### config.mk
export PLATFORM = sky130hd
export DESIGN_NAME = mdio_master
export DESIGN_NICKNAME = d
export VERILOG_FILES = /design/src/rtl/mdio_pkg.sv /design/src/rtl/mdio_half_timer.sv /design/src/rtl/mdio_rx_shift.sv /design/src/rtl/mdio_frame_seq.sv /design/src/rtl/mdio_master.sv
export SDC_FILE = /design/constraint.sdc
export NUM_CORES = 1
export LEC_CHECK = 0
export BUFFER_PORTS_ARGS = -buffer_cell sky130_fd_sc_hd__buf_2
export CORE_ASPECT_RATIO = 0.6
export CORE_MARGIN = 2
export CORE_UTILIZATION = 53
export CTS_BUF_LIST = sky130_fd_sc_hd__clkbuf_8
export DETAILED_ROUTE_END_ITERATION = 16
export GPL_ROUTABILITY_DRIVEN = 1
export PLACE_DENSITY = 0.9
export SYNTH_ARGS = -nofsm -noshare
export SYNTH_HDL_FRONTEND = slang
export SYNTH_HIERARCHICAL = 1
export SYNTH_SLANG_ARGS = --single-unit
### constraint.sdc
create_clock -name clk -period 2.55 [get_ports clk]
set_input_delay 0.51 -clock clk [delete_from_list [all_inputs] [get_ports clk]]
set_output_delay 0.51 -clock clk [all_outputs]
set_load 0.005 [all_outputs]
### src/rtl/mdio_pkg.sv
package mdio_pkg;
  localparam int ADDR_W      = 5;
  localparam int DATA_W      = 16;
  localparam int PRE_SLOTS   = 32;
  localparam int RECOV_SLOTS = 32;
  // start(2) + opcode(2) + phy + reg
  localparam int HDR_BITS    = 4 + 2 * ADDR_W;
  // header + write turnaround(2) + data
  localparam int FRAME_W     = HDR_BITS + 2 + DATA_W;
  localparam int SLOT_CNT_W  = $clog2(FRAME_W + 1);

  typedef enum logic [2:0] {
    S_IDLE,
    S_PRE,
    S_SHIFT,
    S_TA_RD,
    S_DATA_RD,
    S_TAIL,
    S_RECOV
  } mdio_state_t;
endpackage

### src/rtl/mdio_half_timer.sv
module mdio_half_timer #(
  parameter int HALF_CYC = 20
) (
  input  logic clk,
  input  logic rst_n,
  input  logic run,
  output logic tick
);
  localparam int CW = (HALF_CYC > 1) ? $clog2(HALF_CYC) : 1;
  localparam logic [CW-1:0] RELOAD = CW'(HALF_CYC - 1);

  logic [CW-1:0] cnt;

  assign tick = run && (cnt == '0);

  always_ff @(posedge clk or negedge rst_n) begin
    if (!rst_n)         cnt <= RELOAD;
    else if (!run)      cnt <= RELOAD;
    else if (cnt == '0) cnt <= RELOAD;
    else                cnt <= cnt - 1'b1;
  end

  // a tick never appears while the bus is idle
  assert_tick_needs_run_R12: assert property (@(posedge clk) disable iff (!rst_n)
    !$past(run) |-> !tick);
endmodule

### src/rtl/mdio_rx_shift.sv
module mdio_rx_shift #(
  parameter int W = 16
) (
  input  logic         clk,
  input  logic         rst_n,
  input  logic         clr,
  input  logic         shift_en,
  input  logic         din,
  output logic [W-1:0] data
);
  always_ff @(posedge clk or negedge rst_n) begin
    if (!rst_n)        data <= '0;
    else if (clr)      data <= '0;
    else if (shift_en) data <= {data[W-2:0], din};
  end

  // bits enter only on a sampling strobe
  assert_rx_hold_R7: assert property (@(posedge clk) disable iff (!rst_n)
    !clr && !shift_en |=> $stable(data));
endmodule

### src/rtl/mdio_frame_seq.sv
module mdio_frame_seq
  import mdio_pkg::*;
(
  input  logic              clk,
  input  logic              rst_n,
  input  logic              tick,
  input  logic              req_valid,
  input  logic              req_read,
  input  logic [ADDR_W-1:0] req_phy,
  input  logic [ADDR_W-1:0] req_reg,
  input  logic [DATA_W-1:0] req_wdata,
  input  logic              mdio_i,
  output logic              req_ready,
  output logic              run,
  output logic              rx_clr,
  output logic              rx_shift,
  output logic              rsp_valid,
  output logic              rsp_err,
  output logic              mdc,
  output logic              mdio_o,
  output logic              mdio_oe
);
  mdio_state_t           st;
  logic [SLOT_CNT_W-1:0] cnt;
  logic [FRAME_W-1:0]    txsr;
  logic                  is_rd;
  logic                  hi;
  logic                  slot_end;
  logic                  accept;

  assign req_ready = (st == S_IDLE);
  assign run       = !req_ready;
  assign accept    = req_ready && req_valid;
  assign rx_clr    = accept;
  assign slot_end  = tick && hi;
  assign rx_shift  = slot_end && (st == S_DATA_RD);
  assign mdio_oe   = (st == S_PRE) || (st == S_SHIFT);
  assign mdio_o    = (st == S_PRE) || ((st == S_SHIFT) && txsr[FRAME_W-1]);

  always_ff @(posedge clk or negedge rst_n) begin
    if (!rst_n) begin
      st        <= S_IDLE;
      cnt       <= '0;
      txsr      <= '0;
      is_rd     <= 1'b0;
      hi        <= 1'b0;
      mdc       <= 1'b1;
      rsp_valid <= 1'b0;
      rsp_err   <= 1'b0;
    end else begin
      rsp_valid <= 1'b0;
      if (accept) begin
        txsr  <= {2'b01, req_read ? 2'b10 : 2'b01, req_phy, req_reg,
                  req_read ? {(DATA_W+2){1'b0}} : {2'b10, req_wdata}};
        is_rd   <= req_read;
        rsp_err <= 1'b0;
        st      <= S_PRE;
        cnt     <= SLOT_CNT_W'(PRE_SLOTS - 1);
        mdc     <= 1'b0;
        hi      <= 1'b0;
      end else if (tick && !hi) begin
        mdc <= 1'b1;
        hi  <= 1'b1;
      end else if (slot_end) begin
        mdc <= 1'b0;
        hi  <= 1'b0;
        unique case (st)
          S_PRE: begin
            if (cnt == '0) begin
              st  <= S_SHIFT;
              cnt <= is_rd ? SLOT_CNT_W'(HDR_BITS - 1) : SLOT_CNT_W'(FRAME_W - 1);
            end else cnt <= cnt - 1'b1;
          end
          S_SHIFT: begin
            txsr <= {txsr[FRAME_W-2:0], 1'b0};
            if (cnt == '0) st <= is_rd ? S_TA_RD : S_TAIL;
            else           cnt <= cnt - 1'b1;
          end
          S_TA_RD: begin
            if (mdio_i) begin
              st  <= S_RECOV;
              cnt <= SLOT_CNT_W'(RECOV_SLOTS - 1);
            end else begin
              st  <= S_DATA_RD;
              cnt <= SLOT_CNT_W'(DATA_W - 1);
            end
          end
          S_DATA_RD: begin
            if (cnt == '0) st <= S_TAIL;
            else           cnt <= cnt - 1'b1;
          end
          S_RECOV: begin
            if (cnt == '0) begin
              st        <= S_IDLE;
              mdc       <= 1'b1;
              rsp_valid <= 1'b1;
              rsp_err   <= 1'b1;
            end else cnt <= cnt - 1'b1;
          end
          S_TAIL: begin
            st        <= S_IDLE;
            mdc       <= 1'b1;
            rsp_valid <= 1'b1;
          end
          default: st <= S_IDLE;
        endcase
      end
    end
  end

  // line value and enable hold through every MDC high phase
  assert_stable_in_high_R5: assert property (@(posedge clk) disable iff (!rst_n)
    mdc && $past(mdc) |-> $stable(mdio_o) && $stable(mdio_oe));

  // MDC moves only on a timer tick or on acceptance
  assert_mdc_on_tick_R12: assert property (@(posedge clk) disable iff (!rst_n)
    !tick && !accept |=> $stable(mdc));

  // completion is a single-cycle pulse
  assert_done_pulse_R11: assert property (@(posedge clk) disable iff (!rst_n)
    rsp_valid |=> !rsp_valid);

  // a frame always finishes with MDC high
  assert_end_high_R10: assert property (@(posedge clk) disable iff (!rst_n)
    rsp_valid |-> mdc);
endmodule

### src/rtl/mdio_master.sv
module mdio_master
  import mdio_pkg::*;
#(
  parameter int HALF_CYC = 20
) (
  input  logic              clk,
  input  logic              rst_n,
  input  logic              req_valid,
  output logic              req_ready,
  input  logic              req_read,
  input  logic [ADDR_W-1:0] req_phy,
  input  logic [ADDR_W-1:0] req_reg,
  input  logic [DATA_W-1:0] req_wdata,
  output logic              rsp_valid,
  output logic              rsp_err,
  output logic [DATA_W-1:0] rsp_rdata,
  output logic              mdc,
  output logic              mdio_o,
  output logic              mdio_oe,
  input  logic              mdio_i
);
  logic tick, run, rx_clr, rx_shift;

  mdio_half_timer #(.HALF_CYC(HALF_CYC)) u_timer (
    .clk(clk), .rst_n(rst_n), .run(run), .tick(tick)
  );

  mdio_frame_seq u_seq (
    .clk(clk), .rst_n(rst_n), .tick(tick),
    .req_valid(req_valid), .req_read(req_read), .req_phy(req_phy),
    .req_reg(req_reg), .req_wdata(req_wdata), .mdio_i(mdio_i),
    .req_ready(req_ready), .run(run), .rx_clr(rx_clr), .rx_shift(rx_shift),
    .rsp_valid(rsp_valid), .rsp_err(rsp_err),
    .mdc(mdc), .mdio_o(mdio_o), .mdio_oe(mdio_oe)
  );

  mdio_rx_shift #(.W(DATA_W)) u_rx (
    .clk(clk), .rst_n(rst_n), .clr(rx_clr), .shift_en(rx_shift),
    .din(mdio_i), .data(rsp_rdata)
  );

  // idle means clock parked high and pad released
  assert_idle_pins_R1: assert property (@(posedge clk) disable iff (!rst_n)
    req_ready |-> mdc && !mdio_oe);

  // an errored read carries no data
  assert_err_no_data_R8: assert property (@(posedge clk) disable iff (!rst_n)
    rsp_valid && rsp_err |-> rsp_rdata == '0);

  // the pad is released whenever the block samples read data
  assert_released_on_sample_R6: assert property (@(posedge clk) disable iff (!rst_n)
    rx_shift |-> !mdio_oe);
endmodule

* After elaboration in Yosys (flattened, before gate mapping)
Cells that the tools add are included.
Word-level totals: input port bits 31, output and inout bits 22, flip-flop bits (word level) 67, word-level logic and storage cells 93
Cells by class: equality and inequality tests 12, reduce and logical (&&, ||, !) cells 25, add/subtract/negate cells 2, mux-type cells 44
Operators by type and width (number):
- two-way mux 32 bit | 4
- two-way mux 16 bit | 2
- two-way mux 6 bit | 5
- two-way mux 3 bit | 8
- two-way mux 5 bit | 4
- two-way mux 18 bit | 1
- one-hot mux 6 bit (3 select lines) | 1
- two-way mux 1 bit | 15
- one-hot mux 3 bit (5 select lines) | 1
- inequality test 3 bit (second input constant) | 4
- nonzero test 2 bit | 5
- == test 3 bit (second input constant) | 3
- AND reduction 4 bit | 2
- == test 3 x 2 -> 1 bit (second input constant) | 2
- logical AND 1 bit | 6
- zero test 6 bit | 1
- AND reduction 6 bit | 1
- subtractor 6 x 1 -> 6 bit (second input constant) | 1
- zero test 5 bit | 1
- subtractor 5 x 1 -> 5 bit (second input constant) | 1
- two-way mux 2 bit | 2
- nonzero test 4 bit | 1
- == test 3 x 1 -> 1 bit (second input constant) | 1
- zero test 3 bit | 1
- other kinds (8) | 10

* Depth between registers and ports, before layout
Gate-level depths: netlist of run 1.
depth after elaboration 7, depth in mapped cells 10, mapped depth without buffers 9

* Cells and area by module
Netlist of run 1, hierarchy kept.
Modules (own cells, without submodules):
- mdio_frame_seq | times used 1, cells each 265, sequential area each 1152.4 µm², area each 2494.9 µm²
- mdio_rx_shift | times used 1, cells each 52, sequential area each 400.4 µm², area each 660.6 µm²
- mdio_half_timer | times used 1, cells each 23, sequential area each 128.9 µm², area each 250.2 µm²

* Worst setup path before layout of run 1
No wires, ideal clock.
path kind reg-to-reg, start reg u_timer.cnt[0], end reg u_seq.cnt[3], setup slack 128 ps, library setup time 120 ps, buffers on the path 0, required time 2430 ps, period minus slack after synthesis 2422 ps, arrival 2302 ps, stages on the path, launching flop included 9, cells stage by stage dfstp_2 > inv_1 > ha_1 > or3b_4 > nor3b_2 > nand2_1 > a2111oi_1 > o21ai_1 > o22a_2
Between the ends: cells in the longest elaborated chain, start to end 5, elaborated cells between the ends (all ways) 7, classes of those cells 1 x eq/ne; 6 x reduce/logical
RTL lines:
- from (decl) | RTL line mdio_half_timer.sv:12 | logic [CW-1:0] cnt;
- from (signal assigned) | RTL line mdio_half_timer.sv:20 | else cnt <= cnt - 1'b1;
- zero test 5 bit (*) | RTL line mdio_half_timer.sv:14 | assign tick = run && (cnt == '0);
- logical AND 1 bit (*) | RTL line mdio_half_timer.sv:14
- net tick | RTL line mdio_master.sv:22 | logic tick, run, rx_clr, rx_shift;
- logical AND 1 bit (on tied branches) | RTL line mdio_frame_seq.sv:61, mdio_frame_seq.sv:35
- inequality test 2 bit (no source line) or nonzero test 2 bit (tied branches)
- AND reduction 4 bit (no source line) (*)
- to (signal assigned) | RTL line mdio_frame_seq.sv:58 | cnt <= SLOT_CNT_W'(PRE_SLOTS - 1);
- to (signal assigned) | RTL line mdio_frame_seq.sv:71 | cnt <= is_rd ? SLOT_CNT_W'(HDR_BITS - 1) : SLOT_CNT_W'(FRAME_W - 1);
- to (signal assigned) | RTL line mdio_frame_seq.sv:72 | end else cnt <= cnt - 1'b1;
- to (decl) | RTL line mdio_frame_seq.sv:24 | logic [SLOT_CNT_W-1:0] cnt;
Mark *: on every way through the listed nets, which the timed path passes. The rest lies on a longest branch. A chain may end at the register's enable or synchronous reset.

* Worst setup path in the final report of run 1
start reg u_timer.cnt[0], end reg u_rx.data[3]
Between the ends: cells in the longest elaborated chain, start to end 5
RTL lines:
- zero test 5 bit | RTL line mdio_half_timer.sv:14
- logical AND 1 bit | RTL line mdio_half_timer.sv:14
- net tick | RTL line mdio_master.sv:22
- logical AND 1 bit | RTL line mdio_frame_seq.sv:35 | assign slot_end = tick && hi;
- logical AND 1 bit | RTL line mdio_frame_seq.sv:36 | assign rx_shift = slot_end && (st == S_DATA_RD);
- net rx_shift | RTL line mdio_master.sv:22
- nonzero test 2 bit (no source line)
- to (signal assigned) | RTL line mdio_rx_shift.sv:14 | else if (shift_en) data <= {data[W-2:0], din};
- to (decl) | RTL line mdio_rx_shift.sv:9 | output logic [W-1:0] data
The timed path passes the listed nets, and every way through them passes these cells.

==> metrics.txt, run 1 <==
# TYPE chip_impl_metric gauge
chip_impl_metric{name="slew_limit_fails",unit=""} 0
chip_impl_metric{name="cts_hold_repair.buffers",unit=""} 0
chip_impl_metric{name="syn-instance-count",unit=""} 340
chip_impl_info{name="r2r-start",value="u_timer/cnt[0]$_DFF_PN1_"} 1
chip_impl_metric{name="design.portCount",unit=""} 53
chip_impl_metric{name="final.min_clock_period",unit="ps"} 2420
chip_impl_metric{name="report.final.setup_viol",unit=""} 0
chip_impl_metric{name="num_rows",unit=""} 22
chip_impl_metric{name="cts_htree_levels",unit=""} 3
chip_impl_metric{name="power.density_cell_area",unit="nW/um2"} 1010
chip_impl_metric{name="finish.utilization",unit="%"} 65.1
chip_impl_metric{name="ys_seq_area_share",unit="%"} 49.4
chip_impl_info{name="min_path_type",value="input pin to async pin"} 1
chip_impl_metric{name="ys_ff_latch",unit=""} 67
chip_impl_info{name="crit_path_class",value="register to register"} 1
chip_impl_metric{name="chipHeight",unit="um"} 66.1
chip_impl_metric{name="cts-buffers-inserted",unit=""} 9
chip_impl_metric{name="final.period_utilization",unit="%"} 95.0
chip_impl_metric{name="global_placer_s_final_weighted_congestion",unit=""} 0.904
chip_impl_metric{name="grt_pass1_vias",unit=""} 2651
chip_impl_metric{name="synth_enable_flop_cells",unit=""} 0
chip_impl_metric{name="nNetsFinal",unit=""} 425
chip_impl_metric{name="hold_viol",unit=""} 0
chip_impl_info{name="setup.worst_path.start",value="u_timer/cnt[0]$_DFF_PN1_"} 1
chip_impl_info{name="master_of_the_slowest_instance_on_the_critical_path",value="or3b_4"} 1
chip_impl_metric{name="postCtsSetupBuffers",unit=""} 0
chip_impl_info{name="endpoint_class_of_the_critical_path",value="register"} 1
chip_impl_metric{name="overall_die_width",unit="um"} 107
chip_impl_metric{name="critical_path_arrival",unit="ps"} 2620
chip_impl_metric{name="count_of_buffers_from_port_buffering",unit=""} 52
chip_impl_info{name="synth.largest_area_cell",value="dfrtp_1"} 1
chip_impl_metric{name="fin_tns_setup",unit="ps"} 0
chip_impl_metric{name="ys_types",unit=""} 52
chip_impl_metric{name="initial_antenna_violation_count",unit=""} 0
chip_impl_metric{name="irDropWorstVdd",unit="uV"} 434
chip_impl_metric{name="route.vias.total",unit=""} 2746
chip_impl_metric{name="clkLatencyLatePin",unit="ps"} 340
chip_impl_info{name="crit_path_cell_trace",value="inv_1 -> ha_1 -> or3b_4 -> nor3b_2 -> buf_4 -> nand3_1 -> nor3_2 -> buf_6 -> mux2i_1 -> nor2_1"} 1
chip_impl_metric{name="synth_fp_nets",unit=""} 374
chip_impl_info{name="synthFlopType",value="dfrtp_1"} 1
chip_impl_metric{name="slowest_delay",unit="ps"} 410
chip_impl_info{name="grt_setup_unrepaired",value="false"} 1
chip_impl_info{name="ys_top_cells_by_area",value="dfrtp_1 46%, mux2i_1 12%, o21ai_0 5.0%"} 1
chip_impl_metric{name="postLayoutSetupSlackWorst",unit="ps"} 128
chip_impl_metric{name="remaining_drc_errors",unit=""} 0
chip_impl_metric{name="route.detailed.vias_per_inst",unit=""} 5.72
chip_impl_metric{name="tritoncts_num_sinks",unit=""} 67
chip_impl_metric{name="first_iter_violations",unit=""} 195
chip_impl_metric{name="totalWireLength",unit="um"} 7430
chip_impl_metric{name="timing.critical_path.buf_inv",unit=""} 3
chip_impl_metric{name="synthDominantCellAreaShare",unit="%"} 46.3
chip_impl_metric{name="antenna_left",unit=""} 0
chip_impl_metric{name="power_leakage",unit="nW"} 1.68
chip_impl_metric{name="n_antenna_cell",unit=""} 0
chip_impl_info{name="run_status",value="finished clean"} 1
chip_impl_metric{name="post_synth_design_cell_area",unit="um2"} 3410
chip_impl_metric{name="worst_setup_hold_path_clk_slew",unit="ps"} 80
chip_impl_metric{name="grt_remaining_overflow",unit=""} 0
chip_impl_metric{name="slew_headroom",unit="%"} 59.0
chip_impl_info{name="layout.cells.most_common_list",value="63 x dfrtp_1, 52 x buf_2, 42 x mux2i_1"} 1
chip_impl_metric{name="detail_route.wl_per_cell",unit="um"} 15.5
chip_impl_metric{name="dp_hpwl",unit="um"} 5000
chip_impl_metric{name="timing.max_cap.violations",unit=""} 0
chip_impl_info{name="clock-root-buffer",value="clkbuf_8"} 1
chip_impl_metric{name="cts_max_path_buffers",unit=""} 2
chip_impl_metric{name="path_max_fanout",unit=""} 16
chip_impl_metric{name="syn-mean-instance-area",unit="um2"} 10.0
chip_impl_metric{name="drt_pass_1_iters",unit=""} 5
chip_impl_metric{name="grt_use_total",unit="%"} 23.1
chip_impl_metric{name="dpl_worst_slack",unit="ps"} 111
chip_impl_metric{name="yosysWarnings",unit=""} 6
chip_impl_info{name="timing.critical_path.max_delay_family",value="simple AND/OR/NAND/NOR gates"} 1
chip_impl_metric{name="largest_net_degree_at_the_start_of_global_routing",unit=""} 56
chip_impl_info{name="critPathLaunchType",value="register"} 1
chip_impl_metric{name="fin_total_pwr",unit="mW"} 4.05
chip_impl_metric{name="timing.clock.skew",unit="ps"} 10.3
chip_impl_metric{name="final_layout_size_suffix_gt1_share",unit="%"} 24.5
chip_impl_info{name="final_common_cell",value="dfrtp_1"} 1
chip_impl_metric{name="area_delta_synth_final",unit="%"} 17.9
chip_impl_metric{name="cp.required",unit="ps"} 2750
chip_impl_info{name="cts_tree",value="built"} 1
chip_impl_metric{name="grt_first_pass_wirelength",unit="um"} 12600
chip_impl_metric{name="start_util",unit="%"} 55.2
chip_impl_metric{name="design.die.area",unit="um2"} 7100
chip_impl_metric{name="synthArstFlopShare",unit="%"} 100
chip_impl_metric{name="coreArea",unit="um2"} 6170
chip_impl_metric{name="max_clock_freq",unit="MHz"} 413
chip_impl_metric{name="worst_margin_slew",unit="ps"} 614
## final timing paths
check                                              to  slack, ps  cells past startpoint
min                          u_rx/data[8]$_DFFE_PN0P_        180                      1
max                          u_rx/data[3]$_DFFE_PN0P_        130                     10
max reg2reg                  u_rx/data[3]$_DFFE_PN0P_        130                     10
max in group asynchronous    u_timer/cnt[0]$_DFF_PN1_       1680                      2
min reg2reg                u_seq/txsr[30]$_DFFE_PN0P_        500                      2
min in group clk           u_seq/txsr[24]$_DFFE_PN0P_        380                      3
## sequential cells by signal, summed over array words and instances (netlist names)
register	cells
u_seq/txsr	32
u_seq/mdc	1
u_seq/is_rd	1
u_rx/data	16
u_seq/st	3
u_seq/rsp_valid	1
u_seq/rsp_err	1
u_seq/hi	1
u_timer/cnt	5
u_seq/cnt	6
## timing repair
action | 4_1_cts | 5_1_grt
setup endpoints to repair | 0 | 7
gates resized for setup | 0 | 4
endpoints found under the hold margin | 0 | 0
## area by class of cell
type | count | area (um2)
flip-flops and latches | 67 | 1680
clock buffers | 9 | 124
repair buffers | 61 | 369
multi-input cells | 243 | 1580
inverters | 9 | 33.8
fillers | 485 | 2150
well taps | 84 | 105
clock inverters | 7 | 118
## synth_stat cells, types with 2 or more instances
master / instances
mux2i_1: 42
o21ai_1: 5
buf_1: 2
nor3_2: 2
o21ai_0: 34
o22a_2: 2
nand3b_1: 17
a21o_1: 2
clkbuf_1: 6
nand3_1: 5
nand2b_1: 3
a32o_1: 2
nand2_1: 42
buf_4: 2
nor2_1: 29
xnor2_1: 2
a31oi_1: 3
buf_2: 8
buf_6: 2
ha_1: 3
dfrtp_1: 63
nor2b_1: 2
a21oi_1: 17
o21a_1: 3
inv_1: 8
dfstp_2: 4
nor3_1: 5
## per-stage QoR
stage | instances | instance area, um2 | hold slack [ps]
floorplan | 340 | 3410 | 214
global placement | 464 | 3760 | 471
detailed placement | 464 | 3760 | 480
CTS | 480 | 4000 | 192
global route | 480 | 4020 | 212
finish | 480 | 4020 | 175
## logic make-up after synthesis
| group | share of synthesized area (%) |
|---|---|
| AOI/OAI and AO/OA | 14.0 |
| muxes | 12.3 |
| and+or+nand+nor | 17.6 |
| buffers and inverters | 4.74 |
| xor gates and xnor gates | 0.772 |
| DFF | 49.4 |
| adders and majority gates | 1.10 |
## power by group
part	internal [mW]	leakage, nW	switching [mW]	total (mW)
Sequential	1.52	0.807	0.348	1.87
Combinational	0.513	0.754	0.612	1.12
Clock	0.647	0.117	0.410	1.06
## worst reg2reg max path: stages (launching register included)
cell	delay (ps)
dfstp_2	380
inv_1	50
ha_1	200
or3b_4	410
nor3b_2	220
buf_4	160
nand3_1	110
nor3_2	150
buf_6	240
mux2i_1	300
nor2_1	80
## per-layer routing
layer / GRT usage, % / vias to the layer above / wire length, um
met3: 6.21 / 21 / 675
met2: 34.3 / 125 / 3320
met1: 32.3 / 1302 / 3270
met4: 9.13 / 0 / 165
li1: - / 1298 / -
met5: 0 / - / 0
Note: power is estimated with default switching activity, not from simulation.
==> run 2, diff against run 1 <==
- clock period: 2.55 -> 2 ns (I/O delays scaled with it)
==> run 2 against run 1 <==
  * The run now ends with setup timing left
  * Flip-flop and latch count is the same
  * Clock power grew 25%
  * Non-clock buffer count rose by 42
  * Largest cell class is now multi-input combinational cells
  * Largest power group unchanged
==> metrics.txt, run 2 (synthesis gave the netlist of run 1 again) <==
# TYPE chip_impl_metric gauge
chip_impl_info{name="run_status",value="finished, violations left"} 1
chip_impl_info{name="violations_in_the_final_reports",value="setup timing"} 1
chip_impl_metric{name="largest_reg_flops",unit=""} 32
chip_impl_metric{name="cts_max_path_buffers",unit=""} 2
chip_impl_metric{name="area_delta_synth_final",unit="%"} 35.3
chip_impl_metric{name="design.die.area",unit="um2"} 7100
chip_impl_info{name="crit_path_cell_trace",value="inv_2 -> ha_4 -> or3b_4 -> nor3b_4 -> buf_4 -> nand2_4 -> buf_4 -> a2111oi_4 -> buf_4 -> nand2_1 -> o21ai_0 -> a21oi_1"} 1
chip_impl_info{name="min_path_type",value="input pin to async pin"} 1
chip_impl_metric{name="grt_remaining_overflow",unit=""} 0
chip_impl_metric{name="report.final.setup_viol",unit=""} 59
chip_impl_metric{name="remaining_drc_errors",unit=""} 0
chip_impl_info{name="clock-root-buffer",value="clkbuf_8"} 1
chip_impl_metric{name="final.period_utilization",unit="%"} 117
chip_impl_metric{name="fin_worst_hold_slack",unit="ps"} 53.6
chip_impl_metric{name="count_of_buffers_from_port_buffering",unit=""} 52
chip_impl_metric{name="grt_first_pass_wirelength",unit="um"} 13700
chip_impl_metric{name="slowest_delay",unit="ps"} 390
chip_impl_metric{name="hold_viol",unit=""} 0
chip_impl_info{name="reg.largest.list",value="u_seq/txsr (32), u_rx/data (16), u_seq/cnt (6)"} 1
chip_impl_metric{name="totalWireLength",unit="um"} 8820
chip_impl_metric{name="global_placer_s_final_weighted_congestion",unit=""} 0.903
chip_impl_metric{name="worst_margin_slew",unit="ps"} 600
chip_impl_metric{name="path_max_fanout",unit=""} 4
chip_impl_metric{name="power.density_cell_area",unit="nW/um2"} 1220
chip_impl_metric{name="finish.utilization",unit="%"} 74.7
chip_impl_metric{name="chipHeight",unit="um"} 66.1
chip_impl_metric{name="max_clock_freq",unit="MHz"} 427
chip_impl_metric{name="design.portCount",unit=""} 53
chip_impl_info{name="cts_tree",value="built"} 1
chip_impl_metric{name="start_util",unit="%"} 55.2
chip_impl_metric{name="timing.clock.skew",unit="ps"} 9.62
chip_impl_metric{name="timing.max_cap.violations",unit=""} 0
chip_impl_metric{name="postLayoutSetupSlackWorst",unit="ps"} -344
chip_impl_info{name="layout.cells.most_common_list",value="63 x dfrtp_1, 52 x buf_2, 38 x mux2i_1"} 1
chip_impl_info{name="critPathLaunchType",value="register"} 1
chip_impl_metric{name="cts_hold_repair.buffers",unit=""} 0
chip_impl_metric{name="n_antenna_cell",unit=""} 0
chip_impl_metric{name="tritoncts_num_sinks",unit=""} 67
chip_impl_metric{name="route.detailed.vias_per_inst",unit=""} 5.59
chip_impl_metric{name="nNetsFinal",unit=""} 467
chip_impl_metric{name="route.vias.total",unit=""} 2918
chip_impl_metric{name="clkLatencyLatePin",unit="ps"} 350
chip_impl_metric{name="fin_tns_setup",unit="ps"} -14290
chip_impl_metric{name="grt_use_total",unit="%"} 25.5
chip_impl_metric{name="final_layout_size_suffix_gt1_share",unit="%"} 38.1
chip_impl_metric{name="overall_die_width",unit="um"} 107
chip_impl_metric{name="coreArea",unit="um2"} 6170
chip_impl_metric{name="cts_htree_levels",unit=""} 3
chip_impl_metric{name="grt_pass1_vias",unit=""} 2799
chip_impl_metric{name="drt_pass_1_iters",unit=""} 4
chip_impl_metric{name="cts-buffers-inserted",unit=""} 9
chip_impl_metric{name="antenna_left",unit=""} 0
chip_impl_info{name="endpoint_class_of_the_critical_path",value="register"} 1
chip_impl_metric{name="num_rows",unit=""} 22
chip_impl_metric{name="fin_total_pwr",unit="mW"} 5.62
chip_impl_info{name="crit_path_class",value="register to register"} 1
chip_impl_metric{name="dp_hpwl",unit="um"} 5030
chip_impl_info{name="master_of_the_slowest_instance_on_the_critical_path",value="or3b_4"} 1
chip_impl_metric{name="worst_setup_hold_path_clk_slew",unit="ps"} 80
chip_impl_metric{name="critical_path_arrival",unit="ps"} 2570
chip_impl_metric{name="detail_route.wl_per_cell",unit="um"} 16.9
chip_impl_metric{name="power_leakage",unit="nW"} 1.98
chip_impl_metric{name="largest_net_degree_at_the_start_of_global_routing",unit=""} 68
chip_impl_metric{name="cp.required",unit="ps"} 2220
chip_impl_info{name="final_common_cell",value="dfrtp_1"} 1
chip_impl_info{name="cp_most_frequent_cell",value="buf_4"} 1
chip_impl_metric{name="irDropWorstVdd",unit="uV"} 529
chip_impl_metric{name="final.min_clock_period",unit="ps"} 2340
chip_impl_metric{name="initial_antenna_violation_count",unit=""} 0
chip_impl_metric{name="slew_limit_fails",unit=""} 0
chip_impl_metric{name="first_iter_violations",unit=""} 173
chip_impl_metric{name="number_of_inserted_filler_cells_in_the_final_layout",unit=""} 402
chip_impl_info{name="largest-register",value="u_seq/txsr"} 1
chip_impl_metric{name="slew_headroom",unit="%"} 59.9
chip_impl_metric{name="dpl_worst_slack",unit="ps"} -280
chip_impl_info{name="grt_setup_unrepaired",value="true"} 1
==> run 2: changes by cell type in the layout (fill, tap and decap cells not counted), sizes merged <==
cell / change
clkbuf: +2
clkinv: -1
bufinv: -1
buf: +42
==> run 2: final cells by class <==
cell class / instances / area [um2] / share of cell area, %
multi-input cells: 243 / 1770 / 38.3
flip-flops and latches: 67 / 1680 / 36.5
repair buffers: 103 / 786 / 17.1
clock buffers: 11 / 151 / 3.29
well taps: 84 / 105 / 2.28
clock inverters: 5 / 83.8 / 1.82
inverters: 9 / 33.8 / 0.733
==> run 2: what timing repair did <==
item                       CTS  global route
pin swaps                    7            13
gates cloned                 3             0
buffers inserted             6            16
resized for setup           23            31
setup endpoints to repair   59            60
==> run 2: critical path, delay by kind of cell, from the launching register on <==
family | cells | cell delay [ps]
flip-flops | 1 | 370
AND/OR/NAND/NOR | 4 | 680
AO/OA/AOI/OAI | 3 | 480
buffers and inverters | 4 | 550
adder cells (fa/ha/maj) | 1 | 120
==> run 2: path summary, 6_finish.rpt <==
kind                                       startpoint  slack (ps)  depth (start not counted)                          to
min in group clk                           req_reg[1]         270                          3  u_seq/txsr[19]$_DFFE_PN0P_
max in group asynchronous                       rst_n        1620                          2    u_timer/cnt[4]$_DFF_PN1_
hold reg to reg            u_seq/txsr[29]$_DFFE_PN0P_         520                          2  u_seq/txsr[30]$_DFFE_PN0P_
setup reg to reg             u_timer/cnt[1]$_DFF_PN1_        -340                         12    u_seq/cnt[1]$_DFFE_PN0P_
setup / recovery             u_timer/cnt[1]$_DFF_PN1_        -340                         12    u_seq/cnt[1]$_DFFE_PN0P_
hold / removal                                  rst_n          50                          2   u_rx/data[12]$_DFFE_PN0P_
==> run 2: where the power goes <==
part           switching, mW  leakage (nW)  internal [mW]
registers              0.497         0.807           1.94
clock network          0.544         0.112          0.774
logic                  0.964          1.06          0.905
total                   2.01          1.98           3.62
==> run 2: stage by stage <==
stage	std cells	area (um2)
2_1_floorplan	340	3460
3_3_place_gp	482	3930
3_5_place_dp	482	3930
4_1_cts	507	4380
5_1_grt	522	4610
6_report	522	4610
==> run 2: metal layers <==
layer | up-vias | share of wire [%] | global-route usage (%)
met1 | 1387 | 42 | 34.6
li1 | 1384 | - | -
met5 | - | 0 | 0
met2 | 133 | 49 | 40.2
met3 | 14 | 7.7 | 6.60
met4 | 0 | 1.5 | 8.97
==> run 3, diff against run 2 <==
- CORE_MARGIN: 2 -> 10
- SLEW_MARGIN: not set -> 15
==> run 3 against run 2 <==
  * The flow still finishes with violations (setup timing)
  * First-iteration DRC count grew 46%
  * Register-to-register slack gained 50 ps
  * Combinational power grew 4%
  * Critical path depth shrank 2
  * Sequential power is essentially flat
  * Fmax grew 2.3%
==> metrics.txt, run 3 (synthesis gave the netlist of run 1 again) <==
# TYPE chip_impl_metric gauge
chip_impl_metric{name="power.density_cell_area",unit="nW/um2"} 1200
chip_impl_metric{name="chipHeight",unit="um"} 82.1
chip_impl_metric{name="worst_margin_slew",unit="ps"} 634
chip_impl_metric{name="design.die.area",unit="um2"} 10100
chip_impl_metric{name="postLayoutSetupSlackWorst",unit="ps"} -292
chip_impl_metric{name="area_occupied_by_multi_input_gates",unit="um2"} 1770
chip_impl_metric{name="area_delta_synth_final",unit="%"} 33.9
chip_impl_metric{name="fin_worst_hold_slack",unit="ps"} 56.4
chip_impl_metric{name="cts-buffers-inserted",unit=""} 9
chip_impl_metric{name="antenna_left",unit=""} 0
chip_impl_metric{name="slew_limit_fails",unit=""} 0
chip_impl_metric{name="dpl.cell_count",unit=""} 479
chip_impl_metric{name="final_area",unit="um2"} 4560
chip_impl_info{name="reg.largest.list",value="u_seq/txsr (32), u_rx/data (16), u_seq/cnt (6)"} 1
chip_impl_metric{name="nNetsFinal",unit=""} 468
chip_impl_info{name="clock-root-buffer",value="clkbuf_8"} 1
chip_impl_metric{name="route.vias.total",unit=""} 2987
chip_impl_metric{name="route.detailed.vias_per_inst",unit=""} 5.71
chip_impl_metric{name="timing.max_cap.violations",unit=""} 0
chip_impl_metric{name="final.min_clock_period",unit="ps"} 2290
chip_impl_metric{name="cts_max_path_buffers",unit=""} 2
chip_impl_info{name="crit_path_cell_trace",value="inv_2 -> ha_4 -> or3b_4 -> nor3b_4 -> nand2_4 -> nor3_4 -> buf_6 -> buf_16 -> mux2i_1 -> o21ai_1"} 1
chip_impl_metric{name="num_rows",unit=""} 22
chip_impl_metric{name="detail_route.wl_per_cell",unit="um"} 17.9
chip_impl_metric{name="cp.required",unit="ps"} 2230
chip_impl_info{name="critical_path.endpoint",value="u_seq/txsr[27]$_DFFE_PN0P_"} 1
chip_impl_metric{name="switchingPower",unit="mW"} 2.02
chip_impl_metric{name="timing.reg2reg.setup_slack",unit="ps"} -290
chip_impl_metric{name="path_max_fanout",unit=""} 7
chip_impl_metric{name="netSwitchingFraction",unit="%"} 36.8
chip_impl_metric{name="hold_viol",unit=""} 0
chip_impl_metric{name="internal-power",unit="mW"} 3.46
chip_impl_metric{name="irDropWorstVdd",unit="uV"} 566
chip_impl_metric{name="grt_remaining_overflow",unit=""} 0
chip_impl_metric{name="regArea",unit="um2"} 1680
chip_impl_metric{name="timing.clock.skew",unit="ps"} 10.5
chip_impl_metric{name="remaining_drc_errors",unit=""} 0
chip_impl_metric{name="grt_use_total",unit="%"} 18.9
chip_impl_metric{name="design.portCount",unit=""} 53
chip_impl_metric{name="tritoncts_num_sinks",unit=""} 67
chip_impl_metric{name="clkLatencyLatePin",unit="ps"} 350
chip_impl_metric{name="slowest_delay",unit="ps"} 390
chip_impl_metric{name="dpl-instance-area",unit="um2"} 3920
chip_impl_info{name="critPathLaunchType",value="register"} 1
chip_impl_metric{name="largest_reg_flops",unit=""} 32
chip_impl_info{name="critical_path.reg2reg.endpoint",value="u_seq/txsr[27]$_DFFE_PN0P_"} 1
chip_impl_metric{name="first_iter_violations",unit=""} 252
chip_impl_info{name="violations_in_the_final_reports",value="setup timing"} 1
chip_impl_info{name="master_of_the_slowest_instance_on_the_critical_path",value="or3b_4"} 1
chip_impl_metric{name="number_of_inserted_filler_cells_in_the_final_layout",unit=""} 402
chip_impl_metric{name="power.share.clock",unit="%"} 19.7
chip_impl_info{name="run_status",value="finished, violations left"} 1
chip_impl_metric{name="grt_pass1_vias",unit=""} 3019
chip_impl_metric{name="global_placer_s_final_weighted_congestion",unit=""} 0.961
chip_impl_metric{name="ff2ff_path_depth",unit=""} 10
chip_impl_metric{name="start_util",unit="%"} 55.2
chip_impl_metric{name="final.period_utilization",unit="%"} 115
chip_impl_info{name="min_path_type",value="input pin to async pin"} 1
chip_impl_metric{name="power_leakage",unit="nW"} 1.99
chip_impl_info{name="grt_setup_unrepaired",value="true"} 1
chip_impl_metric{name="drt_pass_1_iters",unit=""} 5
chip_impl_metric{name="slew_headroom",unit="%"} 57.6
chip_impl_info{name="cts_tree",value="built"} 1
chip_impl_info{name="crit_path_class",value="register to register"} 1
chip_impl_info{name="largest-register",value="u_seq/txsr"} 1
chip_impl_metric{name="coreArea",unit="um2"} 6170
chip_impl_metric{name="worst_setup_hold_path_clk_slew",unit="ps"} 70
chip_impl_metric{name="cts_htree_levels",unit=""} 3
chip_impl_metric{name="largest_net_degree_at_the_start_of_global_routing",unit=""} 68
chip_impl_metric{name="report.final.setup_viol",unit=""} 57
chip_impl_info{name="final_common_cell",value="dfrtp_1"} 1
chip_impl_metric{name="fin_total_pwr",unit="mW"} 5.47
chip_impl_metric{name="final-instance-count-excl-fill",unit=""} 523
chip_impl_info{name="r2r-start",value="u_timer/cnt[1]$_DFF_PN1_"} 1
chip_impl_metric{name="grt_first_pass_wirelength",unit="um"} 15000
chip_impl_metric{name="count_of_buffers_from_port_buffering",unit=""} 52
chip_impl_info{name="endpoint_class_of_the_critical_path",value="register"} 1
chip_impl_metric{name="dp_hpwl",unit="um"} 5680
chip_impl_metric{name="n_antenna_cell",unit=""} 0
chip_impl_metric{name="overall_die_width",unit="um"} 123
chip_impl_info{name="setup.worst_path.start",value="u_timer/cnt[1]$_DFF_PN1_"} 1
chip_impl_metric{name="totalWireLength",unit="um"} 9340
chip_impl_metric{name="critical_path_arrival",unit="ps"} 2520
chip_impl_info{name="layout.cells.most_common_list",value="63 x dfrtp_1, 52 x buf_2, 39 x mux2i_1"} 1
chip_impl_metric{name="initial_antenna_violation_count",unit=""} 0
chip_impl_metric{name="power.sequential.fraction",unit="%"} 44.6
chip_impl_metric{name="final_layout_size_suffix_gt1_share",unit="%"} 38.5
chip_impl_metric{name="power.share.combinational",unit="%"} 35.7
chip_impl_metric{name="max_clock_freq",unit="MHz"} 436
-- run 3: area by class of cell --
type | count | share of cell area [%]
clock buffer | 9 | 2.72
clock inverter | 7 | 1.37
inverter | 9 | 0.850
multi-input combinational | 243 | 38.9
sequential | 67 | 36.9
tap | 84 | 2.30
timing repair buffer | 104 | 17.0
-- run 3: power by group through the flow --
stage	Sequential, mW	Clock [mW]	Combinational [mW]
global route	2.51	1.17	2.16
detailed placement	2.39	0	1.58
floorplan	2.28	0	1.06
global placement	2.36	0	1.48
CTS	2.40	1.08	1.74
finish	2.44	1.08	1.95
-- run 3: critical path: cells and delay by family (launching register included) --
| kind | cells | cell delay (ps) |
|---|---|---|
| buf+inv | 3 | 380 |
| fa+ha+maj | 1 | 130 |
| mux | 1 | 180 |
| simple gates | 4 | 1030 |
| flops | 1 | 370 |
| compound gates | 1 | 80 |
-- run 3: repair_timing --
| item | 4_1_cts | 5_1_grt |
|---|---|---|
| endpoints found under the setup margin | 60 | 62 |
| cloned | 3 | 0 |
| resized for setup | 30 | 30 |
| pin swaps | 14 | 18 |
| hold buffers | 0 | 0 |
| setup buffers | 16 | 14 |
-- run 3: per-stage QoR --
step | setup TNS, ps | setup WS [ps] | utilization (%)
2_1_floorplan | -6920 | -195 | -
3_3_place_gp | -10180 | -238 | 63.5
3_5_place_dp | -14560 | -326 | 63.5
4_1_cts | -11700 | -261 | 71.7
5_1_grt | -18820 | -410 | 74.0
6_report | -12670 | -292 | 74.0
-- run 3: worst min path at each step --
stage,cells past startpoint,end,slack [ps],from
global placement,2,u_rx/data[10]$_DFFE_PN0P_,440,rst_n
CTS,2,u_rx/data[9]$_DFFE_PN0P_,70,rst_n
floorplan,0,u_rx/data[0]$_DFFE_PN0P_,100,rst_n
global route,2,u_rx/data[9]$_DFFE_PN0P_,70,rst_n
detailed placement,2,u_rx/data[9]$_DFFE_PN0P_,440,rst_n
finish,2,u_rx/data[9]$_DFFE_PN0P_,60,rst_n
-- run 3: routing by layer --
metal  up-vias  global-route usage (%)  share of wire (%)
met5         -                       0                  0
met1      1413                    22.9                 41
li1       1384                       -                  -
met3        38                    7.32                 10
met2       152                    30.0                 46
met4         0                    7.99                2.9
